## config.mk

```make
export PLATFORM = sky130hd
export DESIGN_NAME = spi_sideband_bridge
export DESIGN_NICKNAME = d
export VERILOG_FILES = /design/src/rtl/ssb_pkg.sv /design/src/rtl/ssb_sync.sv /design/src/rtl/ssb_fifo.sv /design/src/rtl/ssb_spi_engine.sv /design/src/rtl/spi_sideband_bridge.sv
export SDC_FILE = /design/constraint.sdc
export NUM_CORES = 1
export LEC_CHECK = 0
export ABC_CLOCK_PERIOD_IN_PS = 2390
export BUFFER_PORTS_ARGS = -buffer_cell sky130_fd_sc_hd__buf_2
export CAP_MARGIN = 15
export CORE_MARGIN = 5
export CORE_UTILIZATION = 45
export CTS_CLUSTER_SIZE = 10
export DETAILED_ROUTE_END_ITERATION = 8
export PLACE_DENSITY = 0.7
export SYNTH_ARGS = -nofsm -noshare
export SYNTH_HDL_FRONTEND = slang
export SYNTH_SLANG_ARGS = --single-unit
```

## constraint.sdc

```tcl
create_clock -name clk -period 2.39 [get_ports clk]
set_input_delay 0.478 -clock clk [delete_from_list [all_inputs] [get_ports clk]]
set_output_delay 0.478 -clock clk [all_outputs]
set_load 0.02 [all_outputs]
```

## src/rtl/ssb_pkg.sv

```systemverilog
package ssb_pkg;
  localparam int BYTE_W = 8;
  typedef logic [BYTE_W-1:0] octet_t;
  typedef enum logic {
    XFER_FETCH = 1'b0,
    XFER_STORE = 1'b1
  } xfer_dir_e;
endpackage

```

## src/rtl/ssb_sync.sv

```systemverilog
module ssb_sync #(
  parameter int WIDTH = 1,
  parameter int STAGES = 2,
  parameter logic [WIDTH-1:0] RST_VAL = '0
) (
  input  logic             clk,
  input  logic             rst_n,
  input  logic [WIDTH-1:0] d,
  output logic [WIDTH-1:0] q
);
  logic [WIDTH-1:0] stage [STAGES];

  always_ff @(posedge clk or negedge rst_n) begin
    if (!rst_n) stage[0] <= RST_VAL;
    else        stage[0] <= d;
  end

  for (genvar s = 1; s < STAGES; s++) begin : g_stage
    always_ff @(posedge clk or negedge rst_n) begin
      if (!rst_n) stage[s] <= RST_VAL;
      else        stage[s] <= stage[s-1];
    end
  end

  assign q = stage[STAGES-1];
endmodule

```

## src/rtl/ssb_fifo.sv

```systemverilog
module ssb_fifo #(
  parameter int WIDTH = 8,
  parameter int DEPTH = 8
) (
  input  logic             clk,
  input  logic             rst_n,
  input  logic             in_valid,
  output logic             in_ready,
  input  logic [WIDTH-1:0] in_data,
  output logic             out_valid,
  input  logic             out_ready,
  output logic [WIDTH-1:0] out_data
);
  localparam int AW = (DEPTH > 1) ? $clog2(DEPTH) : 1;
  localparam int CW = $clog2(DEPTH + 1);
  localparam logic [CW-1:0] FULL_CNT = CW'(DEPTH);
  localparam logic [AW-1:0] LAST_IDX = AW'(DEPTH - 1);

  logic [WIDTH-1:0] mem [DEPTH];
  logic [AW-1:0]    wr_ptr, rd_ptr;
  logic [CW-1:0]    cnt;
  logic             do_wr, do_rd;

  assign in_ready  = (cnt != FULL_CNT);
  assign out_valid = (cnt != '0);
  assign out_data  = mem[rd_ptr];
  assign do_wr     = in_valid && in_ready;
  assign do_rd     = out_valid && out_ready;

  always_ff @(posedge clk) begin
    if (do_wr) mem[wr_ptr] <= in_data;
  end

  always_ff @(posedge clk or negedge rst_n) begin
    if (!rst_n) begin
      wr_ptr <= '0;
      rd_ptr <= '0;
      cnt    <= '0;
    end else begin
      if (do_wr) wr_ptr <= (wr_ptr == LAST_IDX) ? '0 : wr_ptr + 1'b1;
      if (do_rd) rd_ptr <= (rd_ptr == LAST_IDX) ? '0 : rd_ptr + 1'b1;
      case ({do_wr, do_rd})
        2'b10:   cnt <= cnt + 1'b1;
        2'b01:   cnt <= cnt - 1'b1;
        default: cnt <= cnt;
      endcase
    end
  end

  // occupancy never exceeds capacity
  p_cnt_bound_r10: assert property (@(posedge clk) disable iff (!rst_n)
    cnt <= FULL_CNT);
  // a full queue with no pop stays full (offered byte not taken)
  p_full_stall_r10: assert property (@(posedge clk) disable iff (!rst_n)
    (!in_ready && !do_rd) |=> !in_ready);
  // head data is held while the consumer stalls
  p_hold_data_r10: assert property (@(posedge clk) disable iff (!rst_n)
    (out_valid && !out_ready) |=> (out_valid && $stable(out_data)));
endmodule

```

## src/rtl/ssb_spi_engine.sv

```systemverilog
module ssb_spi_engine
  import ssb_pkg::*;
(
  input  logic   clk,
  input  logic   rst_n,
  input  logic   sclk_s,
  input  logic   mosi_s,
  input  logic   cs_n_s,
  input  logic   rd_s,
  input  octet_t tx_head,
  input  logic   tx_avail,
  output logic   tx_take,
  output octet_t rx_byte,
  output logic   rx_put,
  input  logic   rx_room,
  output logic   miso,
  output logic   underflow,
  output logic   overflow
);
  localparam int CW = $clog2(BYTE_W);
  localparam logic [CW-1:0] LAST_BIT = CW'(BYTE_W - 1);

  logic            sclk_q;
  logic [CW-1:0]   bit_cnt;
  xfer_dir_e       dir_q;
  logic [BYTE_W-2:0] rx_sh;
  octet_t          tx_sh;
  octet_t          preview;
  logic            rise, fall, first_bit, last_bit;

  assign rise      = !cs_n_s && sclk_s && !sclk_q;
  assign fall      = !cs_n_s && !sclk_s && sclk_q;
  assign first_bit = (bit_cnt == '0);
  assign last_bit  = (bit_cnt == LAST_BIT);
  assign preview   = tx_avail ? tx_head : '0;

  always_comb begin
    tx_take = rise && first_bit && !rd_s && tx_avail;
    rx_byte = {rx_sh, mosi_s};
    rx_put  = rise && last_bit && (dir_q == XFER_STORE) && rx_room;
    miso    = first_bit ? preview[BYTE_W-1] : tx_sh[BYTE_W-1];
  end

  always_ff @(posedge clk or negedge rst_n) begin
    if (!rst_n) begin
      sclk_q    <= 1'b0;
      bit_cnt   <= '0;
      dir_q     <= XFER_FETCH;
      rx_sh     <= '0;
      tx_sh     <= '0;
      underflow <= 1'b0;
      overflow  <= 1'b0;
    end else begin
      sclk_q <= sclk_s;
      if (cs_n_s) begin
        bit_cnt <= '0;
      end else begin
        if (rise) begin
          bit_cnt <= bit_cnt + 1'b1;
          rx_sh   <= {rx_sh[BYTE_W-3:0], mosi_s};
          if (first_bit) begin
            dir_q <= rd_s ? XFER_STORE : XFER_FETCH;
            tx_sh <= preview;
            if (!rd_s && !tx_avail) underflow <= 1'b1;
          end
          if (last_bit && (dir_q == XFER_STORE) && !rx_room) overflow <= 1'b1;
        end
        if (fall && !first_bit) tx_sh <= {tx_sh[BYTE_W-2:0], 1'b0};
      end
    end
  end

  // underflow flag is sticky
  p_udf_sticky_r7: assert property (@(posedge clk) disable iff (!rst_n)
    underflow |=> underflow);
  // overflow flag is sticky
  p_ovf_sticky_r8: assert property (@(posedge clk) disable iff (!rst_n)
    overflow |=> overflow);
  // direction latched for a byte does not move mid-byte
  p_dir_hold_r5: assert property (@(posedge clk) disable iff (!rst_n)
    (!cs_n_s && !first_bit && !rise) |=> $stable(dir_q));
  // MISO only moves on an SCLK edge inside a byte
  p_miso_steady_r3: assert property (@(posedge clk) disable iff (!rst_n)
    (!cs_n_s && !first_bit && !rise && !fall) |=> $stable(miso));
  // chip select high clears framing
  p_cs_clear_r9: assert property (@(posedge clk) disable iff (!rst_n)
    cs_n_s |=> first_bit);
endmodule

```

## src/rtl/spi_sideband_bridge.sv

```systemverilog
module spi_sideband_bridge
  import ssb_pkg::*;
#(
  parameter int OB_DEPTH    = 8,
  parameter int IB_DEPTH    = 8,
  parameter int SYNC_STAGES = 2
) (
  input  logic              clk,
  input  logic              rst_n,
  input  logic              spi_sclk,
  input  logic              spi_mosi,
  input  logic              spi_cs_n,
  output logic              spi_miso,
  input  logic              host_read,
  output logic              byte_rdy,
  input  logic              ob_valid,
  output logic              ob_ready,
  input  logic [BYTE_W-1:0] ob_data,
  output logic              ib_valid,
  input  logic              ib_ready,
  output logic [BYTE_W-1:0] ib_data,
  output logic              underflow,
  output logic              overflow
);
  localparam int SYNC_W = 4;

  logic [SYNC_W-1:0] pins_raw, pins_s;
  octet_t tx_head, rx_byte;
  logic   tx_avail, tx_take, rx_put, rx_room;

  assign pins_raw = {host_read, spi_cs_n, spi_mosi, spi_sclk};

  ssb_sync #(.WIDTH(SYNC_W), .STAGES(SYNC_STAGES), .RST_VAL(4'b0100)) u_sync (
    .clk(clk), .rst_n(rst_n), .d(pins_raw), .q(pins_s)
  );

  ssb_fifo #(.WIDTH(BYTE_W), .DEPTH(OB_DEPTH)) u_ob_fifo (
    .clk(clk), .rst_n(rst_n),
    .in_valid(ob_valid), .in_ready(ob_ready), .in_data(ob_data),
    .out_valid(tx_avail), .out_ready(tx_take), .out_data(tx_head)
  );

  ssb_fifo #(.WIDTH(BYTE_W), .DEPTH(IB_DEPTH)) u_ib_fifo (
    .clk(clk), .rst_n(rst_n),
    .in_valid(rx_put), .in_ready(rx_room), .in_data(rx_byte),
    .out_valid(ib_valid), .out_ready(ib_ready), .out_data(ib_data)
  );

  ssb_spi_engine u_engine (
    .clk(clk), .rst_n(rst_n),
    .sclk_s(pins_s[0]), .mosi_s(pins_s[1]), .cs_n_s(pins_s[2]), .rd_s(pins_s[3]),
    .tx_head(tx_head), .tx_avail(tx_avail), .tx_take(tx_take),
    .rx_byte(rx_byte), .rx_put(rx_put), .rx_room(rx_room),
    .miso(spi_miso), .underflow(underflow), .overflow(overflow)
  );

  assign byte_rdy = tx_avail;

  // an accepted push raises byte-ready on the next clock
  p_rdy_after_push_r2: assert property (@(posedge clk) disable iff (!rst_n)
    (ob_valid && ob_ready) |=> byte_rdy);
  // a byte is never pushed into a full inbound queue
  p_no_overflow_r8: assert property (@(posedge clk) disable iff (!rst_n)
    rx_put |-> rx_room);
endmodule

```

==> impl_metrics.yaml, run 1 <==
outcome:
  status: "complete, but fails checks"
  violations: "setup timing"
setup_path:
  crit_family: "multiplexers"
  critPathMostFrequentCell: "buf_6"
  cp-end-kind: "output pin"
  crit_arrival_ns: 1.94
  cp-start-kind: "flop"
  ff2ff_setup_slack_ns: 0.09
  crit_required_ns: 1.91
  path_max_fanout: 5
  cp_cell_sequence: "buf_6 > mux4_2 > mux2_4 > buf_6"
  timing.rr.end: "u_ib_fifo.cnt[3]"
  worstSetupPathType: "reg2out"
  path_buf_inv: 2
  cp_slowest_cell: "mux4_2"
  r2r-start: "u_ib_fifo.cnt[0]"
  slowest_delay_ns: 0.51
  r2r_cells: 8
cells_and_area:
  drive_above_1_share_pct: 39.9
  final_common_cell: "edfxtp_1"
  post-route-util_pct: 55.5
  n_antenna_cell: 0
  area_delta_synth_final_pct: 21.6
  mostFrequentLayoutCells: "128 x edfxtp_1, 42 x buf_4, 42 x dfrtp_1"
  fin_nets: 504
floorplan:
  start_util_pct: 45.6
  num_rows: 46
  die_w_um: 137
  die_h_um: 137
  ioPinCount: 30
  coreArea_um2: 15800
  dieArea_um2: 18700
cts:
  clock_latency_ns: 0.42
  holdBufCountCts: 0
  clk_pin_slew_ns: 0.06
  cts.path.max_buffers: 2
  clock-sinks: 178
  cts-root-buf: "clkbuf_16"
  cts_buffers: 17
  cts_tree: "built"
  htree_levels: 4
detailed_routing:
  drt-initial-drc-count: 200
  ant_nets: 0
  route.final.wire_length_um: 12500
  drc: 0
  viasPerCell: 5.27
  routed-via-count: 3688
  firstDrtPassIters: 5
  wl_per_cell_um: 17.8
place:
  portBuffers: 29
  dp_hpwl_um: 7940
  gp_congestion: 0.734
timing:
  tightest_slew_ns: 0.705
  fmax_mhz: 413
  hold_ws_ns: 0.108
  final-setup-viol-count: 8
  finalMaxSlewViolations: 0
  final.period_utilization_pct: 101
  slew_headroom_pct: 53.0
  setup_ws_ns: -0.0327
  rsz0062_at_grt: "yes"
  finalHoldViolations: 0
  finClkSkew_ns: 0.00711
  fin_crit_ns: 2.42
pwr:
  p_leak_nw: 3.26
  finalPower_mw: 10.2
  p_per_area_nw_per_um2: 1160
  peakVddDrop_mv: 1.21
yosys:
  synthTopCellsByArea: "edfxtp_1 53%, dfrtp_1 17%, mux4_2 9.4%, mux2_2 4.5%, ha_1 2.9%"
  synthArstFlopShare_pct: 28.1
  synth_top_area_share_pct: 53.3
  ys_ff_latch: 178
  ys.flop_type: "edfxtp_1"
  ys_types: 43
  synth_cells: 387
  synth_area_leader_cell: "edfxtp_1"
  ys_seq_area_share_pct: 70.6
  avgSynthCellArea_um2: 18.7
  syn_area_um2: 7220
  synth_edf_count: 128
  syn_nets: 420
  yosysWarnings: 0
grt:
  grt_pass1_wl_um: 20400
  grt-ovfl-total: 0
  grt_usage_pct: 14.7
  grt_pass1_vias: 3854
  grt_max_degree: 30
  antenna_found_initial: 0
min_path:
  hp-class: "in2async"
job:
  max-cap-violations: 0
-- worst register-to-register path: stages, from the launching register on --
cell       delay (ns)
dfrtp_1          0.43
or4_4            0.54
nand2_2          0.09
inv_1            0.06
ha_1             0.26
nand3b_1         0.20
a2111oi_2        0.33
nor3_1           0.14
xnor2_1          0.14
-- cells in the mapped netlist, drive strengths merged, types with 7 or more instances --
| cell type | number |
|---|---|
| a221o | 7 |
| buf | 10 |
| dfrtp | 48 |
| edfxtp | 128 |
| ha | 17 |
| mux2 | 29 |
| mux2i | 9 |
| mux4 | 30 |
| nand2 | 9 |
| nand2b | 7 |
| nor2 | 15 |
| nor3 | 14 |
-- what timing repair did --
item,CTS,global route
cloned,2,0
pin swaps,1,4
endpoints found under the setup margin,10,21
resized for setup,36,19
setup buffers,5,8
-- power breakdown --
| group | switching [mW] | internal (mW) |
|---|---|---|
| clock network | 1.16 | 1.76 |
| registers | 0.512 | 3.89 |
| logic | 1.23 | 1.64 |
-- worst max path at each step --
stage,cells after the start,slack (ns),from,end
final,4,-0.03,u_ib_fifo.rd_ptr[0],ib_data[6]
after global routing,4,-0.1,u_ib_fifo.rd_ptr[0],ib_data[4]
after CTS,5,-0.12,u_ib_fifo.rd_ptr[0],ib_data[3]
after detailed placement,8,-0.1,u_ib_fifo.cnt[1],u_ib_fifo.cnt[3]
after global placement,10,0.11,u_ib_fifo.cnt[1],u_ib_fifo.cnt[2]
after floorplan,10,-0.03,u_ib_fifo.cnt[1],u_ib_fifo.cnt[2]
-- layout make-up --
type / count / area [um2]
Clock inverter: 15 / 204
Inverter: 6 / 22.5
Timing Repair Buffer: 76 / 586
Fill cell: 1201 / 7050
Clock buffer: 17 / 425
Sequential cell: 178 / 5100
Tap cell: 216 / 270
Multi-Input combinational cell: 192 / 2170
-- stage by stage --
| step | cell area [um2] | TNS [ns] | cells | setup WS (ns) |
|---|---|---|---|---|
| 4_1_cts | 8720 | -0.870 | 695 | -0.120 |
| 6_report | 8780 | -0.181 | 700 | -0.0327 |
| 3_5_place_dp | 7880 | -0.0978 | 656 | -0.0978 |
| 5_1_grt | 8780 | -0.785 | 700 | -0.0985 |
| 3_3_place_gp | 7880 | 0 | 656 | 0.115 |
| 2_1_floorplan | 7230 | -0.0327 | 387 | -0.0327 |
-- cells by family (layout without fill, tap and decap cells) --
| kind of cell | Yosys count | in the layout | share of synthesized area, % |
|---|---|---|---|
| flip-flops | 178 | 178 | 70.6 |
| multiplexers | 68 | 68 | 15.1 |
| buffers and inverters | 17 | 114 | 1.02 |
| adder cells (fa/ha/maj) | 17 | 17 | 2.95 |
| AO/OA/AOI/OAI | 23 | 23 | 2.57 |
| XOR/XNOR | 11 | 11 | 1.33 |
| AND/OR/NAND/NOR | 73 | 73 | 6.38 |
-- sequential cells by signal (all words and copies together) (netlist names), 4 cells and up --
signal          flops
u_ib_fifo.mem      64
u_ob_fifo.mem      64
u_engine.tx_sh      8
u_engine.rx_sh      7
u_ib_fifo.cnt       4
u_ob_fifo.cnt       4
u_sync.q            4
u_sync.stage        4
-- layer usage --
layer	global-route usage, %	part of all wire, %	vias to the layer above
met3	3.97	4.2	15
met4	4.70	1.3	0
met2	25.1	52	65
met1	18.2	43	1890
met5	0	0	-
li1	-	-	1718
Power figures use the tool's default switching activity.
==> run 2, diff against run 1 <==
SETUP_SLACK_MARGIN = 0.1   (was not set)
==> impl_metrics.yaml, run 2 (synthesized netlist as in run 1, its figures left out) <==
grt:
  grt_pass1_vias: 3982
  grt_usage_pct: 14.9
  use_met1_pct: 18.0
  busiest_layer: "met2"
  antenna_found_initial: 0
  grt_pass1_wl_um: 20900
  grt_max_degree: 30
  gr-usage-met2_pct: 26.3
  use_met3_pct: 3.49
  grt-ovfl-total: 0
pwr:
  p_comb_share_pct: 29.9
  seqPwrFrac_pct: 43.0
  peakVddDrop_mv: 0.788
  p_per_area_nw_per_um2: 1150
  pwr-share-clk_pct: 27.1
  sw_frac_of_total_pct: 29.6
  p_int_mw: 7.21
  finalPower_mw: 10.2
  p_leak_nw: 3.28
  switchingPower_mw: 3.04
timing:
  finalHoldViolations: 0
  rsz0062_at_grt: "yes"
  hold_ws_ns: 0.0737
  fin_crit_ns: 2.44
  fin_tns_setup_ns: -0.358
  final-setup-viol-count: 8
  setup_ws_ns: -0.0545
  fmax_mhz: 409
  final.period_utilization_pct: 102
  finClkSkew_ns: 0.00792
  finalMaxSlewViolations: 0
  tightest_slew_ns: 0.647
  slew_headroom_pct: 56.9
floorplan:
  num_rows: 46
  die_w_um: 137
  coreArea_um2: 15800
  ioPinCount: 30
  start_util_pct: 45.6
  die_h_um: 137
  dieArea_um2: 18700
setup_path:
  cp_slowest_cell: "mux4_2"
  cp-start-kind: "flop"
  path_buf_inv: 2
  r2r-start: "u_engine.bit_cnt[0]"
  crit_family: "multiplexers"
  crit_required_ns: 1.91
  cp_cell_sequence: "buf_12 > mux4_2 > mux2_4 > buf_6"
  timing.rr.end: "u_ob_fifo.cnt[2]"
  path_max_fanout: 8
  crit_arrival_ns: 1.97
  r2r_cells: 12
  cp-end-kind: "output pin"
  ff2ff_setup_slack_ns: 0.09
  worstSetupPathType: "reg2out"
  slowest_delay_ns: 0.51
detailed_routing:
  route.final.wire_length_um: 13000
  wl_per_cell_um: 18.5
  viasPerCell: 5.26
  drt-initial-drc-count: 215
  routed-via-count: 3690
  firstDrtPassIters: 4
  drc: 0
  ant_nets: 0
cells_and_area:
  instances_no_fill: 701
  mostFrequentLayoutCells: "128 x edfxtp_1, 45 x buf_4, 40 x dfrtp_1"
  n_fill_cell: 1203
  post-route-util_pct: 56.3
  n_antenna_cell: 0
  fin_nets: 506
  area_delta_synth_final_pct: 23.6
  reg.largest.list: "u_ib_fifo.mem x64, u_ob_fifo.mem x64, u_engine.tx_sh x8"
  drive_above_1_share_pct: 43.5
  final_common_cell: "edfxtp_1"
  fin_area_um2: 8920
cts:
  clock-sinks: 178
  cts_tree: "built"
  htree_levels: 4
  cts_buffers: 17
  cts-root-buf: "clkbuf_16"
  cts.path.max_buffers: 2
  clock_latency_ns: 0.42
  clk_pin_slew_ns: 0.07
  holdBufCountCts: 0
place:
  place_area_um2: 7890
  dp_hpwl_um: 8030
  dp_cells: 653
  dpl_worst_slack_ns: -0.0104
  gp_congestion: 0.736
  portBuffers: 29
min_path:
  hp-class: "in2async"
outcome:
  violations: "setup timing"
  status: "complete, but fails checks"
job:
  max-cap-violations: 0
## run 2: cell types whose count changed in the layout (fill, tap and decap cells not counted), moves of 3 or more
cell,previous run,this run
ha_1,14,10
ha_2,1,4
buf_4,42,45
buf_6,12,9
## run 2: repair_timing
| action | in CTS | in global routing |
|---|---|---|
| hold endpoints to repair | 0 | 0 |
| setup buffers | 6 | 10 |
| cloned | 1 | 0 |
| gates resized for setup | 38 | 31 |
| endpoints found under the setup margin | 15 | 14 |
| pin swaps | 4 | 14 |
## run 2: routing by layer
| metal | routed length (um) | vias to the layer above |
|---|---|---|
| met5 | 0 | - |
| met3 | 447 | 18 |
| met1 | 5300 | 1891 |
| met2 | 7020 | 62 |
| met4 | 208 | 0 |
| li1 | - | 1719 |
## run 2: worst max path at each step
stage	end	slack, ns	start	cells past startpoint
floorplan	u_ib_fifo.cnt[2]	0.03	u_ib_fifo.cnt[0]	10
global placement	u_ib_fifo.cnt[3]	0.02	u_ib_fifo.cnt[1]	8
detailed placement	u_ob_fifo.cnt[2]	-0.01	u_ob_fifo.cnt[1]	9
CTS	ib_data[2]	-0.11	u_ib_fifo.rd_ptr[0]	4
global route	ib_data[2]	-0.13	u_ib_fifo.rd_ptr[0]	4
finish	ib_data[2]	-0.05	u_ib_fifo.rd_ptr[0]	4
## run 2: layout make-up
| class | instances | area, um2 | area share (%) |
|---|---|---|---|
| clock buffers | 18 | 429 | 4.81 |
| multi-input cells | 192 | 2300 | 25.8 |
| flip-flops and latches | 178 | 5110 | 57.3 |
| inverters | 6 | 22.5 | 0.253 |
| well taps | 216 | 270 | 3.03 |
| repair buffers | 78 | 624 | 7.00 |
| clock inverters | 13 | 168 | 1.88 |
## run 2: power by group through the flow
stage / Clock, mW / Sequential, mW / Combinational [mW]
2_1_floorplan: 0 / 4.23 / 1.87
3_3_place_gp: 0 / 4.38 / 2.42
3_5_place_dp: 0 / 4.42 / 2.49
4_1_cts: 2.83 / 4.39 / 2.85
5_1_grt: 2.99 / 4.47 / 3.33
6_report: 2.78 / 4.40 / 3.06
==> run 3, diff against run 2 <==
==> constraint.sdc (replaced) <==
create_clock -name clk -period 2.39 [get_ports clk]
set_input_delay 0.3585 -clock clk [delete_from_list [all_inputs] [get_ports clk]]
set_output_delay 0.3585 -clock clk [all_outputs]
set_load 0.02 [all_outputs]
==> impl_metrics.yaml, run 3 (synthesized netlist as in run 1, its figures left out) <==
setup_path:
  slowest_delay_ns: 0.50
  crit_required_ns: 2.03
  worstSetupPathType: "reg2out"
  cp-end-kind: "output pin"
  path_max_fanout: 8
  ff2ff_setup_slack_ns: 0.06
  cp_slowest_cell: "mux4_2"
  cp_cell_sequence: "clkbuf_16 > mux4_2 > mux2_4 > buf_6"
  crit_arrival_ns: 1.98
  cp-start-kind: "flop"
outcome:
  status: "complete, no violations"
grt:
  antenna_found_initial: 0
  grt_pass1_vias: 4004
  grt_max_degree: 37
  grt_pass1_wl_um: 21100
  grt_usage_pct: 15.1
  grt-ovfl-total: 0
cells_and_area:
  mostFrequentLayoutCells: "128 x edfxtp_1, 50 x buf_4, 39 x dfrtp_1"
  drive_above_1_share_pct: 44.4
  n_fill_cell: 1198
  post-route-util_pct: 56.4
  fin_area_um2: 8920
  fin_nets: 511
  n_antenna_cell: 0
  area_delta_synth_final_pct: 23.6
  final_common_cell: "edfxtp_1"
  reg.largest.list: "u_ib_fifo.mem x64, u_ob_fifo.mem x64, u_engine.tx_sh x8"
  regArea_um2: 5110
  multi_input_area_um2: 2270
floorplan:
  ioPinCount: 30
  num_rows: 46
  dieArea_um2: 18700
  die_h_um: 137
  coreArea_um2: 15800
  die_w_um: 137
  start_util_pct: 45.6
cts:
  htree_levels: 4
  clk_pin_slew_ns: 0.07
  holdBufCountCts: 0
  clock-sinks: 178
  cts.path.max_buffers: 2
  clock_latency_ns: 0.42
  cts_tree: "built"
  cts-root-buf: "clkbuf_16"
  cts_buffers: 17
timing:
  fin_tns_setup_ns: 0
  final.period_utilization_pct: 97.9
  rsz0062_at_grt: "yes"
  fmax_mhz: 427
  slew_headroom_pct: 43.8
  final-setup-viol-count: 0
  finalMaxSlewViolations: 0
  finClkSkew_ns: 0.0118
  fin_crit_ns: 2.34
  finalHoldViolations: 0
  tightest_slew_ns: 0.843
pwr:
  switchingPower_mw: 3.04
  seqPwrFrac_pct: 43.1
  p_leak_nw: 3.29
  p_comb_share_pct: 29.5
  p_per_area_nw_per_um2: 1160
  peakVddDrop_mv: 0.677
  p_int_mw: 7.28
  finalPower_mw: 10.3
  sw_frac_of_total_pct: 29.4
  pwr-share-clk_pct: 27.4
detailed_routing:
  routed-via-count: 3756
  ant_nets: 0
  route.final.wire_length_um: 13600
  drc: 0
  wl_per_cell_um: 19.2
  drt-initial-drc-count: 231
  firstDrtPassIters: 4
  viasPerCell: 5.31
place:
  portBuffers: 29
  dp_hpwl_um: 8080
  place_area_um2: 7870
  gp_congestion: 0.699
min_path:
  hp-class: "in2reg"
job:
  max-cap-violations: 0
-- run 3: repair_timing --
item / 4_1_cts / 5_1_grt
resized for setup: 10 / 58
pin swaps: 2 / 15
endpoints found under the hold margin: 0 / 0
gates cloned: 0 / 1
endpoints found under the setup margin: 13 / 14
buffers inserted: 6 / 16
-- run 3: routing by layer --
layer  share of wire, %  track usage, %  up-vias
met5                  0               0        -
met4                1.6            5.15        0
met3                3.1            3.53       19
met2                 54            26.5       58
met1                 41            18.3     1955
li1                   -               -     1724
-- run 3: power groups by stage --
| stage | Combinational, mW | Sequential [mW] | Clock [mW] |
|---|---|---|---|
| after CTS | 2.56 | 4.42 | 2.87 |
| after global routing | 3.30 | 4.50 | 3.03 |
| after floorplan | 1.87 | 4.23 | 0 |
| after detailed placement | 2.41 | 4.48 | 0 |
| after global placement | 2.34 | 4.44 | 0 |
| final | 3.05 | 4.45 | 2.83 |
-- run 3: final timing paths --
check	cells after the start	from	endpoint
setup / recovery	4	u_ib_fifo.rd_ptr[0]	ib_data[1]
hold reg to reg	0	u_sync.stage[5]	u_sync.q[1]
max in group asynchronous	2	rst_n	u_ib_fifo.rd_ptr[1]
hold / removal	1	spi_cs_n	u_sync.stage[6]
min in group asynchronous	1	rst_n	u_sync.q[0]
setup reg to reg	12	u_engine.bit_cnt[0]	u_ob_fifo.cnt[2]
-- run 3: per-stage QoR --
stage | cells | hold slack (ns) | setup WS [ns]
after floorplan | 387 | 0.0629 | 0.0260
after global placement | 652 | 0.336 | 0.00370
after detailed placement | 652 | 0.336 | 0.0245
after CTS | 690 | 0.00731 | 0.0111
after global routing | 707 | 0.00895 | -0.0477
final | 707 | 0.0276 | 0.0494
-- run 3: layout make-up --
class | instances | area share, %
multi-input cells | 192 | 25.4
well taps | 216 | 3.03
flip-flops and latches | 178 | 57.3
clock buffers | 17 | 4.77
clock inverters | 15 | 2.02
inverters | 6 | 0.281
repair buffers | 83 | 7.22
-- run 3: worst max-delay path: cells and delay by family (launching register included) --
| kind | cells | cell delay [ns] |
|---|---|---|
| buf+inv | 2 | 0.33 |
| flops | 1 | 0.44 |
| mux | 2 | 0.78 |
